===== src/rtl/dma_chan_pkg.sv =====
package dma_chan_pkg;

    typedef enum logic [2:0] {
        CH_IDLE   = 3'd0,
        CH_READ   = 3'd1,
        CH_WRITE  = 3'd2,
        CH_FROZEN = 3'd3,
        CH_STUCK  = 3'd4
    } ch_state_e;

    localparam int ERR_W      = 3;
    localparam int ERR_RD_BIT = 0;
    localparam int ERR_WR_BIT = 1;
    localparam int ERR_ZS_BIT = 2;

    localparam logic REG_ERR  = 1'b0;
    localparam logic REG_CTRL = 1'b1;
    localparam int   CTRL_RESTART_BIT = 0;

endpackage


===== src/rtl/dma_addr_step.sv =====
module dma_addr_step #(
    parameter int ADDR_W = 32,
    parameter int STEP   = 4
) (
    input  logic [ADDR_W-1:0] addr_i,
    input  logic              hold_i,
    output logic [ADDR_W-1:0] addr_o
);
    localparam logic [ADDR_W-1:0] STEP_V = ADDR_W'(STEP);

    always_comb begin
        addr_o = hold_i ? addr_i : addr_i + STEP_V;
    end
endmodule


===== src/rtl/dma_err_reg.sv =====
module dma_err_reg #(
    parameter int N = 3
) (
    input  logic         clk,
    input  logic         rst_n,
    input  logic [N-1:0] set_i,
    input  logic [N-1:0] clr_i,
    output logic [N-1:0] err_o
);
    logic [N-1:0] err_d, err_q;

    always_comb begin
        // a new error wins over a clear in the same cycle
        err_d = (err_q & ~clr_i) | set_i;
    end

    always_ff @(posedge clk or negedge rst_n) begin
        if (!rst_n) err_q <= '0;
        else        err_q <= err_d;
    end

    assign err_o = err_q;
endmodule


===== src/rtl/dma_freeze_channel.sv =====
module dma_freeze_channel
    import dma_chan_pkg::*;
#(
    parameter int ADDR_W = 32,
    parameter int DATA_W = 32,
    parameter int CNT_W  = 16
) (
    input  logic              clk,
    input  logic              rst_n,
    input  logic              desc_load,
    input  logic [ADDR_W-1:0] desc_src,
    input  logic [ADDR_W-1:0] desc_dst,
    input  logic [CNT_W-1:0]  desc_size,
    input  logic              desc_src_hold,
    input  logic              desc_dst_hold,
    input  logic              reg_wr_en,
    input  logic              reg_wr_addr,
    input  logic [2:0]        reg_wr_data,
    output logic              rd_req,
    output logic [ADDR_W-1:0] rd_addr,
    input  logic              rd_ack,
    input  logic              rd_err,
    input  logic [DATA_W-1:0] rd_data,
    output logic              wr_req,
    output logic [ADDR_W-1:0] wr_addr,
    output logic [DATA_W-1:0] wr_data,
    input  logic              wr_ack,
    input  logic              wr_err,
    output logic              chan_active,
    output logic              chan_frozen,
    output logic [2:0]        err_flags
);
    localparam int BEAT_BYTES = DATA_W / 8;
    localparam logic [CNT_W-1:0] BEAT_CNT = CNT_W'(BEAT_BYTES);

    typedef struct packed {
        ch_state_e         st;
        logic              active;
        logic [ADDR_W-1:0] src;
        logic [ADDR_W-1:0] dst;
        logic [CNT_W-1:0]  cnt;
        logic              src_hold;
        logic              dst_hold;
        logic [DATA_W-1:0] word;
    } ch_t;

    ch_t q, d;
    logic [ERR_W-1:0]  err_set, err_clr;
    logic [ADDR_W-1:0] src_next, dst_next;
    logic              restart;
    logic              src_hold_now;

    assign restart = reg_wr_en && (reg_wr_addr == REG_CTRL)
                     && reg_wr_data[CTRL_RESTART_BIT];
    assign err_clr = (reg_wr_en && reg_wr_addr == REG_ERR) ? reg_wr_data : '0;
    assign src_hold_now = q.src_hold;

    dma_addr_step #(.ADDR_W(ADDR_W), .STEP(BEAT_BYTES)) u_src_step (
        .addr_i(q.src), .hold_i(q.src_hold), .addr_o(src_next)
    );
    dma_addr_step #(.ADDR_W(ADDR_W), .STEP(BEAT_BYTES)) u_dst_step (
        .addr_i(q.dst), .hold_i(q.dst_hold), .addr_o(dst_next)
    );

    always_comb begin
        d       = q;
        err_set = '0;
        unique case (q.st)
            CH_IDLE: begin
                if (desc_load) begin
                    d.active   = 1'b1;
                    d.src      = desc_src;
                    d.dst      = desc_dst;
                    d.cnt      = desc_size;
                    d.src_hold = desc_src_hold;
                    d.dst_hold = desc_dst_hold;
                    if (desc_size == '0) begin
                        err_set[ERR_ZS_BIT] = 1'b1;
                        d.st = CH_STUCK;
                    end else begin
                        d.st = CH_READ;
                    end
                end
            end
            CH_READ: begin
                if (rd_ack) begin
                    if (rd_err) begin
                        err_set[ERR_RD_BIT] = 1'b1;
                        d.st = CH_FROZEN;
                    end else begin
                        d.word = rd_data;
                        d.st   = CH_WRITE;
                    end
                end
            end
            CH_WRITE: begin
                if (wr_ack) begin
                    if (wr_err) begin
                        err_set[ERR_WR_BIT] = 1'b1;
                        d.st = CH_FROZEN;
                    end else begin
                        d.src = src_next;
                        d.dst = dst_next;
                        if (q.cnt <= BEAT_CNT) begin
                            d.cnt    = '0;
                            d.active = 1'b0;
                            d.st     = CH_IDLE;
                        end else begin
                            d.cnt = q.cnt - BEAT_CNT;
                            d.st  = CH_READ;
                        end
                    end
                end
            end
            default: ;  // frozen or stuck: wait for a restart
        endcase
        if (restart) begin
            d.st     = CH_IDLE;
            d.active = 1'b0;
        end
    end

    always_ff @(posedge clk or negedge rst_n) begin
        if (!rst_n) begin
            q <= '{st: CH_IDLE, active: 1'b0, src: '0, dst: '0, cnt: '0,
                   src_hold: 1'b0, dst_hold: 1'b0, word: '0};
        end else begin
            q <= d;
        end
    end

    dma_err_reg #(.N(ERR_W)) u_err (
        .clk(clk), .rst_n(rst_n), .set_i(err_set), .clr_i(err_clr), .err_o(err_flags)
    );

    assign rd_req      = (q.st == CH_READ);
    assign rd_addr     = q.src;
    assign wr_req      = (q.st == CH_WRITE);
    assign wr_addr     = q.dst;
    assign wr_data     = q.word;
    assign chan_active = q.active;
    assign chan_frozen = (q.st == CH_FROZEN);
endmodule


===== config.mk =====
export PLATFORM = sky130hd
export DESIGN_NAME = dma_freeze_channel
export DESIGN_NICKNAME = d
export VERILOG_FILES = /design/src/rtl/dma_chan_pkg.sv /design/src/rtl/dma_addr_step.sv /design/src/rtl/dma_err_reg.sv /design/src/rtl/dma_freeze_channel.sv
export SDC_FILE = /design/constraint.sdc
export NUM_CORES = 1
export LEC_CHECK = 0
export BUFFER_PORTS_ARGS = -buffer_cell sky130_fd_sc_hd__buf_2
export CORE_AREA = 2 2 123 125
export DETAILED_ROUTE_END_ITERATION = 12
export DIE_AREA = 0 0 125 127
export PLACE_DENSITY = 0.82
export SYNTH_ARGS = -nofsm -noshare
export SYNTH_HDL_FRONTEND = slang
export SYNTH_SLANG_ARGS = --single-unit

===== constraint.sdc =====
create_clock -name clk -period 2.7 [get_ports clk]
set_input_delay 0.54 -clock clk [delete_from_list [all_inputs] [get_ports clk]]
set_output_delay 0.54 -clock clk [all_outputs]
set_load 0.005 [all_outputs]

==> impl_metrics.tcl, run 1 <==
set metrics [dict create \
    cts_root_buf "clkbuf_16" \
    arrival_ns 1.98 \
    grt_pass1_wl_mm 33.0 \
    drt_wl_total_mm 20.7 \
    hold_viol_final 0 \
    tightest_slew_ns 0.731 \
    synthTopCellsByCount "dfrtp_1, buf_4, a21oi_1" \
    peakVddDrop_mv 0.537 \
    ys_seq_area_frac 0.408 \
    yosysTopAreaCell "dfrtp_1" \
    die_w_um 125 \
    die-area_um2 15900 \
    path_clk_slew_ns 0.06 \
    synth_edf_count 0 \
    final.period_utilization 0.933 \
    synth-main-ff-cell "dfrtp_1" \
    synthXorXnorAreaFrac 0 \
    drv_cap 0 \
    antenna_cells 0 \
    synth_warnings 0 \
    synth_cell_types 61 \
    synth_compound_area_frac 0.224 \
    end_kind "output port" \
    die_h_um 127 \
    hold_class "in2async" \
    finalSetupTns_ns 0 \
    syn_nets 956 \
    regArea_um2 3030 \
    dr.pass1.iters 5 \
    routedWlPerCell_um 18.0 \
    drive_above_1_share 0.343 \
    clk_latency_ns 0.42 \
    initial_core_util 0.514 \
    grt_max_degree 61 \
    antenna_found_initial 0 \
    post_cts_buffers 0 \
    clock_sinks 121 \
    cts_made_buffers 17 \
    cts_htree_levels 4 \
    period_minus_slack_ns 2.52 \
    setup_violations 0 \
    multiInputGateArea_um2 3390 \
    async_reset_ff_frac 1.00 \
    powerDensity_nw_per_um2 1160 \
    ioPinCount 229 \
    total_power_uw 10100 \
    vias_per_cell 6.01 \
    synth_top_family_by_area "compound AO/OA/AOI/OAI gates" \
    skew_ns 0.00845 \
    syn-cell-area_um2 7420 \
    synthToLayoutAreaGrowth_pct 17.3 \
    maxSlewViolCount 0 \
    grt-ovfl-total 0 \
    path_class "reg2out" \
    max_slew_margin 0.509 \
    fillCellCount 1210 \
    syn_inst 826 \
    synthAdderAreaFrac 0.00675 \
    clk_path_buf_depth 2 \
    dp_hpwl_mm 14.5 \
    coreArea_um2 14400 \
    ant_nets 0 \
    rsz0062_at_grt "false" \
    p_leak_uw 0.00398 \
    track_usage 0.258 \
    route.vias.total 6888 \
    placementRows 44 \
    io_buffers 228 \
    clock.fmax_mhz 397 \
    synth.avg_cell_area_um2 8.98 \
    yosysMostFrequentCell "dfrtp_1" \
    holdBufCountCts 0 \
    tritoncts "done" \
    worstPathMaxFanout 26 \
    grt_pass1_vias 6287 \
    crit_required_ns 2.16 \
    cts-resized-gates 0 \
    drc 0 \
    nets 1079 \
    drtIter0Drc 478 \
    yosys_register_bits 121 \
    synthSimpleGateAreaFrac 0.173 \
    muxShareOfSynthArea 0.0516 \
    place.gp.congestion 0.875 \
    yosys-top-cells-area "dfrtp_1, buf_4, mux2_2" \
    status "finished, final reports clean" \
    start_kind "flop" \
    synth_top_area_frac 0.408 \
]
## final timing paths
path                                     from                  endpoint  slack (ns)  cells past startpoint
setup reg to reg            q[44]$_DFFE_PN0P_         q[43]$_DFFE_PN0P_        0.31                      5
hold reg to reg             q[45]$_DFFE_PN0P_         q[45]$_DFFE_PN0P_        0.49                      1
min in group clk                  desc_dst[0]    wr_addr[0]$_DFFE_PN0P_        0.32                      3
hold / removal                          rst_n   wr_data[21]$_DFFE_PN0P_        0.06                      1
max in group asynchronous               rst_n  src_hold_now$_DFFE_PN0P_        1.96                      2
setup / recovery           q[117]$_DFFE_PN0P_                    wr_req        0.18                      5
## area by class of cell
cell class,count,area share
Clock buffer,18,0.0505
Clock inverter,14,0.0197
Inverter,17,0.00733
Multi-Input combinational cell,540,0.390
Sequential cell,121,0.348
Tap cell,184,0.0265
Timing Repair Buffer,252,0.158
## metrics by stage
step | util | instances | instance area [um2] | setup WS, ns | hold slack [ns]
floorplan | - | 826 | 7420 | 0.526 | 0.244
global placement | 0.561 | 1114 | 8090 | 0.359 | 0.455
detailed placement | 0.561 | 1114 | 8090 | 0.335 | 0.463
CTS | 0.603 | 1146 | 8700 | 0.171 | 0.0626
global route | 0.603 | 1146 | 8700 | 0.0497 | 0.0766
finish | 0.603 | 1146 | 8700 | 0.180 | 0.0596
## metal layers
layer  routed length (um)  vias to the layer above  track usage
li1                     -                     3217            -
met4                  585                        0        0.100
met2                 9720                      395        0.417
met5                    0                        -            0
met1                 8700                     3233        0.343
met3                 1650                       43       0.0570
## cells by family after synthesis
kind of cell,Yosys count
compound gates,254
mux,34
buf+inv,165
simple gates,248
flops,121
fa+ha+maj,4
## cell usage in the layout, fill, tap and decap left out, types with 4 or more instances in the layout
cell type  count
inv_1         16
mux2_2        34
nand3_1       35
a32oi_1        7
nor2_1        39
o21a_1         4
dfrtp_1      121
buf_4         21
buf_12         4
o211ai_1       4
a22oi_1        4
o21ai_0       60
o2bb2ai_1      4
nor3b_1        4
a21oi_1       71
nor4_1        14
a221oi_1       5
a32o_1         5
and4_1        10
a31oi_1       22
a22o_1         6
or4_1          5
and3_1        19
o31a_1         4
a2bb2oi_1     13
or3_1          4
clkbuf_16     17
a211oi_1       4
a41oi_1        4
buf_2        227
nand2_1       68
a21o_1         4
o22a_1        12
nor3_1        18
nand4_1       11
ha_1           4
## state kept, by name (all words and copies together) (netlist names)
signal,cells
rd_addr,32
wr_addr,32
wr_data,32
q,20
u_err.err_o,3
chan_active,1
src_hold_now,1
## report_power, final
| part | internal (uW) | switching [uW] | total, uW |
|---|---|---|---|
| Sequential | 2670 | 844 | 3510 |
| Combinational | 1910 | 2290 | 4200 |
| Clock | 1480 | 866 | 2340 |
## critical path: stages (launching register included)
cell and delay (ns):
dfrtp_1 0.44, nor2_1 0.36, nand2_2 0.15, inv_2 0.25, buf_12 0.22, buf_2 0.13
(Power assumes the default switching activity.)
==> run 2: changes to the inputs <==
--- a/config.mk
+++ b/config.mk
@@ -9,7 +9,7 @@
 export CORE_AREA = 2 2 123 125
 export DETAILED_ROUTE_END_ITERATION = 12
 export DIE_AREA = 0 0 125 127
-export PLACE_DENSITY = 0.82
+export PLACE_DENSITY = 0.87
 export SYNTH_ARGS = -nofsm -noshare
 export SYNTH_HDL_FRONTEND = slang
 export SYNTH_SLANG_ARGS = --single-unit
==> run 2 against run 1 <==
  * First-iteration DRC count rose by 32%
  * Critical path depth did not move
  * Largest power group unchanged
  * Power rose by 1.0%
  * Clock-buffer cell count rose by 1
  * Die area did not move
==> impl_metrics.tcl, run 2 (same netlist as run 1, synthesis figures left out) <==
set metrics [dict create \
    crit_start "q[41]$_DFFE_PN0P_" \
    clockPowerShare 0.240 \
    coreArea_um2 14400 \
    drt_wl_total_mm 21.1 \
    io_buffers 228 \
    drv_cap 0 \
    max_slew_margin 0.498 \
    ioPinCount 229 \
    timing.hold.ws_ns 0.107 \
    instances_no_fill 1146 \
    drc 0 \
    drive_above_1_share 0.341 \
    combPwrFrac 0.413 \
    p_leak_uw 0.00398 \
    clock_sinks 121 \
    cts-resized-gates 0 \
    end_kind "flop" \
    die_w_um 125 \
    hold_class "in2async" \
    grt_pass1_vias 6484 \
    cts_made_buffers 17 \
    path_depth 5 \
    maxSlewViolCount 0 \
    die-area_um2 15900 \
    route.vias.total 6936 \
    post_cts_buffers 0 \
    die_h_um 127 \
    critPathCapture "q[45]$_DFFE_PN0P_" \
    placementRows 44 \
    synthToLayoutAreaGrowth_pct 17.6 \
    r2r_end "q[45]$_DFFE_PN0P_" \
    p_int_uw 6140 \
    initial_core_util 0.514 \
    total_power_uw 10200 \
    worstPathMaxFanout 13 \
    hold_viol_final 0 \
    finalSetupTns_ns 0 \
    rsz0062_at_grt "false" \
    dp_hpwl_mm 14.7 \
    setup_violations 0 \
    slowest_stage "or4b_4" \
    crit_buf_inv 0 \
    crit_path_cell_trace "or3_1 > or4b_4 > o21a_1 > a32o_1 > a21o_1" \
    clk_latency_ns 0.41 \
    period_minus_slack_ns 2.46 \
    crit_required_ns 3.00 \
    grt-ovfl-total 0 \
    grt_pass1_wl_mm 33.7 \
    critical_path.max_stage_delay_ns 0.59 \
    tightest_slew_ns 0.747 \
    drtIter0Drc 632 \
    fillCellCount 1227 \
    tritoncts "done" \
    vias_per_cell 6.05 \
    mostFrequentLayoutCell "buf_2" \
    path_clk_slew_ns 0.06 \
    arrival_ns 2.76 \
    dr.pass1.iters 6 \
    clk_path_buf_depth 2 \
    final.period_utilization 0.911 \
    skew_ns 0.00768 \
    seqPwrFrac 0.347 \
    place_inst 1113 \
    peakVddDrop_mv 0.515 \
    switching_share 0.396 \
    status "finished, final reports clean" \
    ant_nets 0 \
    holdBufCountCts 0 \
    nets 1078 \
    start_kind "flop" \
    track_usage 0.261 \
    grt_max_degree 61 \
    powerDensity_nw_per_um2 1170 \
    antenna_found_initial 1 \
    reg2reg_slack_ns 0.24 \
    place.gp.congestion 0.887 \
    reg2reg_depth 5 \
    final_util 0.605 \
    reg2reg_from "q[41]$_DFFE_PN0P_" \
    p_sw_uw 4020 \
    mostFrequentLayoutCells "buf_2, dfrtp_1, a21oi_1, nand2_1, o21ai_0" \
    worst_path_dominant_cell_family "simple AND/OR/NAND/NOR gates" \
    cts_root_buf "clkbuf_16" \
    routedWlPerCell_um 18.4 \
    path_class "reg2reg" \
    cts_htree_levels 4 \
    clock.fmax_mhz 406 \
]
run 2: cell types whose count changed in the layout (fill, tap and decap cells not counted), sizes merged:
cell      previous run  this run
clkbuf              18        19
clkinvlp             3         4
clkinv               6         3
buf                252       251
bufinv               3         4
diode                0         1
run 2: layout make-up:
class / instances / area (um2) / share of cell area
diodes: 1 / 2.50 / 0.000287
clock buffers: 19 / 443 / 0.0508
clock inverters: 13 / 194 / 0.0222
inverters: 17 / 63.8 / 0.00732
multi-input cells: 540 / 3390 / 0.389
flip-flops and latches: 121 / 3030 / 0.347
well taps: 184 / 230 / 0.0264
repair buffers: 251 / 1370 / 0.157
run 2: per-layer routing:
layer,global-route usage,routed length (um),up-vias
li1,-,-,3223
met1,0.344,8760,3274
met2,0.420,9930,382
met3,0.0519,1610,57
met4,0.116,751,0
met5,0,0,-
run 2: power by group through the flow:
| stage | Sequential [uW] | Combinational (uW) | Clock (uW) |
|---|---|---|---|
| floorplan | 3270 | 3540 | 0 |
| global placement | 3470 | 4050 | 0 |
| detailed placement | 3520 | 4160 | 0 |
| CTS | 3500 | 4190 | 2480 |
| global route | 3660 | 4650 | 2550 |
| finish | 3530 | 4190 | 2440 |
run 2: worst register-to-register path: cells and delay by family (launching register included):
kind             cells  cell delay, ns
AND/OR/NAND/NOR      2            1.11
AO/OA/AOI/OAI        3            0.83
flip-flops           1            0.41
run 2: how the worst min path moves through the flow:
stage                              from                  endpoint  slack, ns  cells after the start
3_3_place_gp   u_err.err_o[2]$_DFF_PN0_  u_err.err_o[2]$_DFF_PN0_       0.45                      1
2_1_floorplan                     rst_n   chan_active$_DFFE_PN0P_       0.24                      0
4_1_cts                           rst_n         q[48]$_DFFE_PN0P_       0.12                      1
6_report                          rst_n   rd_addr[23]$_DFFE_PN0P_       0.11                      1
5_1_grt                           rst_n         q[48]$_DFFE_PN0P_       0.14                      1
3_5_place_dp     wr_addr[0]$_DFFE_PN0P_    wr_addr[0]$_DFFE_PN0P_       0.46                      2
run 2: metrics by stage:
step / worst slack (ns) / cell area (um2)
after detailed placement: 0.288 / 8080
after global routing: 0.137 / 8720
final: 0.239 / 8720
after global placement: 0.313 / 8080
after CTS: 0.248 / 8720
after floorplan: 0.526 / 7420
==> run 3: changes to the inputs <==
==> constraint.sdc (replaced) <==
create_clock -name clk -period 2.7 [get_ports clk]
set_input_delay 0.405 -clock clk [delete_from_list [all_inputs] [get_ports clk]]
set_output_delay 0.405 -clock clk [all_outputs]
set_load 0.005 [all_outputs]
==> run 3 against run 2 <==
  * Clock-buffer cell count fell by 1
  * Power is 0.99% lower
  * Highest routed layer unchanged
  * Largest cell class unchanged
  * Largest power group unchanged
  * Clock power down 2%
  * Fmax down 0.26%
  * Utilization down 0.17 points
  * Via count grew 0.17%
  * Sequential power barely moved
==> impl_metrics.tcl, run 3 (same netlist as run 1, synthesis figures left out) <==
set metrics [dict create \
    worstPathMaxFanout 13 \
    grt_max_degree 46 \
    skew_ns 0.00859 \
    grt-ovfl-total 0 \
    drive_above_1_share 0.341 \
    clock.fmax_mhz 405 \
    crit_start "q[41]$_DFFE_PN0P_" \
    reg2reg_from "q[41]$_DFFE_PN0P_" \
    grt_pass1_vias 6449 \
    reg2reg_slack_ns 0.23 \
    status "finished, final reports clean" \
    final.period_utilization 0.914 \
    ioPinCount 229 \
    tritoncts "done" \
    drt_wl_total_mm 20.7 \
    setup_slack_ns 0.233 \
    drc 0 \
    rsz0062_at_grt "false" \
    max_slew_margin 0.440 \
    clk_path_buf_depth 2 \
    mostFrequentLayoutCell "buf_2" \
    path_clk_slew_ns 0.06 \
    crit_buf_inv 0 \
    cts_htree_levels 4 \
    route.vias.total 6948 \
    critPathCapture "q[45]$_DFFE_PN0P_" \
    clock_sinks 121 \
    crit_path_cell_trace "or3_1 > or4b_4 > o21a_1 > a32o_1 > a21o_1" \
    instances_no_fill 1145 \
    place_inst 1113 \
    critical_path.max_stage_delay_ns 0.59 \
    die_w_um 125 \
    vias_per_cell 6.07 \
    cts_root_buf "clkbuf_16" \
    hold_viol_final 0 \
    dp_hpwl_mm 14.6 \
    antenna_cells 0 \
    final_util 0.603 \
    start_kind "flop" \
    drv_cap 0 \
    track_usage 0.259 \
    pre_cts_slack_ns 0.245 \
    tightest_slew_ns 0.839 \
    p_leak_uw 0.00399 \
    total_power_uw 10100 \
    drtIter0Drc 605 \
    io_buffers 228 \
    worst_path_dominant_cell_family "simple AND/OR/NAND/NOR gates" \
    initial_core_util 0.514 \
    synthToLayoutAreaGrowth_pct 17.2 \
    maxSlewViolCount 0 \
    antenna_found_initial 0 \
    hold_class "in2reg" \
    grt_pass1_wl_mm 33.3 \
    dr.pass1.iters 5 \
    path_class "reg2reg" \
    ant_nets 0 \
    post_cts_buffers 0 \
    clk_latency_ns 0.42 \
    path_depth 5 \
    place.gp.congestion 0.864 \
    cts_made_buffers 17 \
    crit_required_ns 3.01 \
    die-area_um2 15900 \
    setup_violations 0 \
    peakVddDrop_mv 0.586 \
    die_h_um 127 \
    placementRows 44 \
    routedWlPerCell_um 18.1 \
    coreArea_um2 14400 \
    end_kind "flop" \
    r2r_end "q[45]$_DFFE_PN0P_" \
    powerDensity_nw_per_um2 1160 \
    arrival_ns 2.78 \
    finalSetupTns_ns 0 \
    period_minus_slack_ns 2.47 \
    mostFrequentLayoutCells "buf_2, dfrtp_1, a21oi_1, nand2_1, o21ai_0" \
    nets 1079 \
    reg2reg_depth 5 \
    slowest_stage "or4b_4" \
]
==> run 3: cell types whose count changed in the layout (fill, tap and decap cells not counted) <==
cell           previous run  this run
clkinvlp_4                4         2
diode_2                   1         0
inv_6                     2         0
clkinv_2                  0         5
buf_4                    20        21
dlygate4sd3_1             0         1
buf_12                    4         3
clkinv_4                  3         2
clkbuf_1                  1         0
==> run 3: final cells by class <==
class	instances	area [um2]
Sequential cell	121	3030
Inverter	17	63.8
Clock buffer	18	439
Timing Repair Buffer	252	1360
Fill cell	1241	5730
Clock inverter	13	178
Tap cell	184	230
Multi-Input combinational cell	540	3390
==> run 3: timing repair <==
action | CTS | global route
endpoints found under the hold margin | 25 | 0
hold buffers | 1 | 0
resized for setup | 0 | 0
==> run 3: stage by stage <==
stage / cell area, um2 / hold slack (ns)
detailed placement: 8070 / 0.358
floorplan: 7420 / 0.109
global placement: 8070 / 0.361
global route: 8700 / 0.186
finish: 8700 / 0.173
CTS: 8700 / 0.163
==> run 3: per-layer routing <==
metal | up-vias | track usage | routed length [um]
met5 | - | 0 | 0
met4 | 0 | 0.109 | 633
met3 | 45 | 0.0570 | 1590
met2 | 388 | 0.421 | 9650
met1 | 3302 | 0.339 | 8800
li1 | 3213 | - | -
==> run 3: how the worst min path moves through the flow <==
stage	endpoint	cells past startpoint	start
final	rd_addr[0]$_DFFE_PN0P_	3	desc_src[0]
after floorplan	chan_active$_DFFE_PN0P_	0	rst_n
after detailed placement	rd_addr[25]$_DFFE_PN0P_	1	rst_n
after global placement	q[34]$_DFFE_PN0P_	1	rst_n
after CTS	rd_addr[0]$_DFFE_PN0P_	3	desc_src[0]
after global routing	wr_addr[1]$_DFFE_PN0P_	3	desc_dst[1]
==> run 3: report_power, final <==
part / switching, uW / total (uW) / internal, uW / leakage [uW]
clock: 830 / 2380 / 1550 / 0.000301
combinational: 2270 / 4150 / 1880 / 0.00220
sequential: 857 / 3530 / 2670 / 0.00148
==> run 3: worst register-to-register path: cells and delay by family (launching register included) <==
kind               cells  cell delay (ns)
and+or+nand+nor        2             1.10
DFF                    1             0.41
AOI/OAI and AO/OA      3             0.85
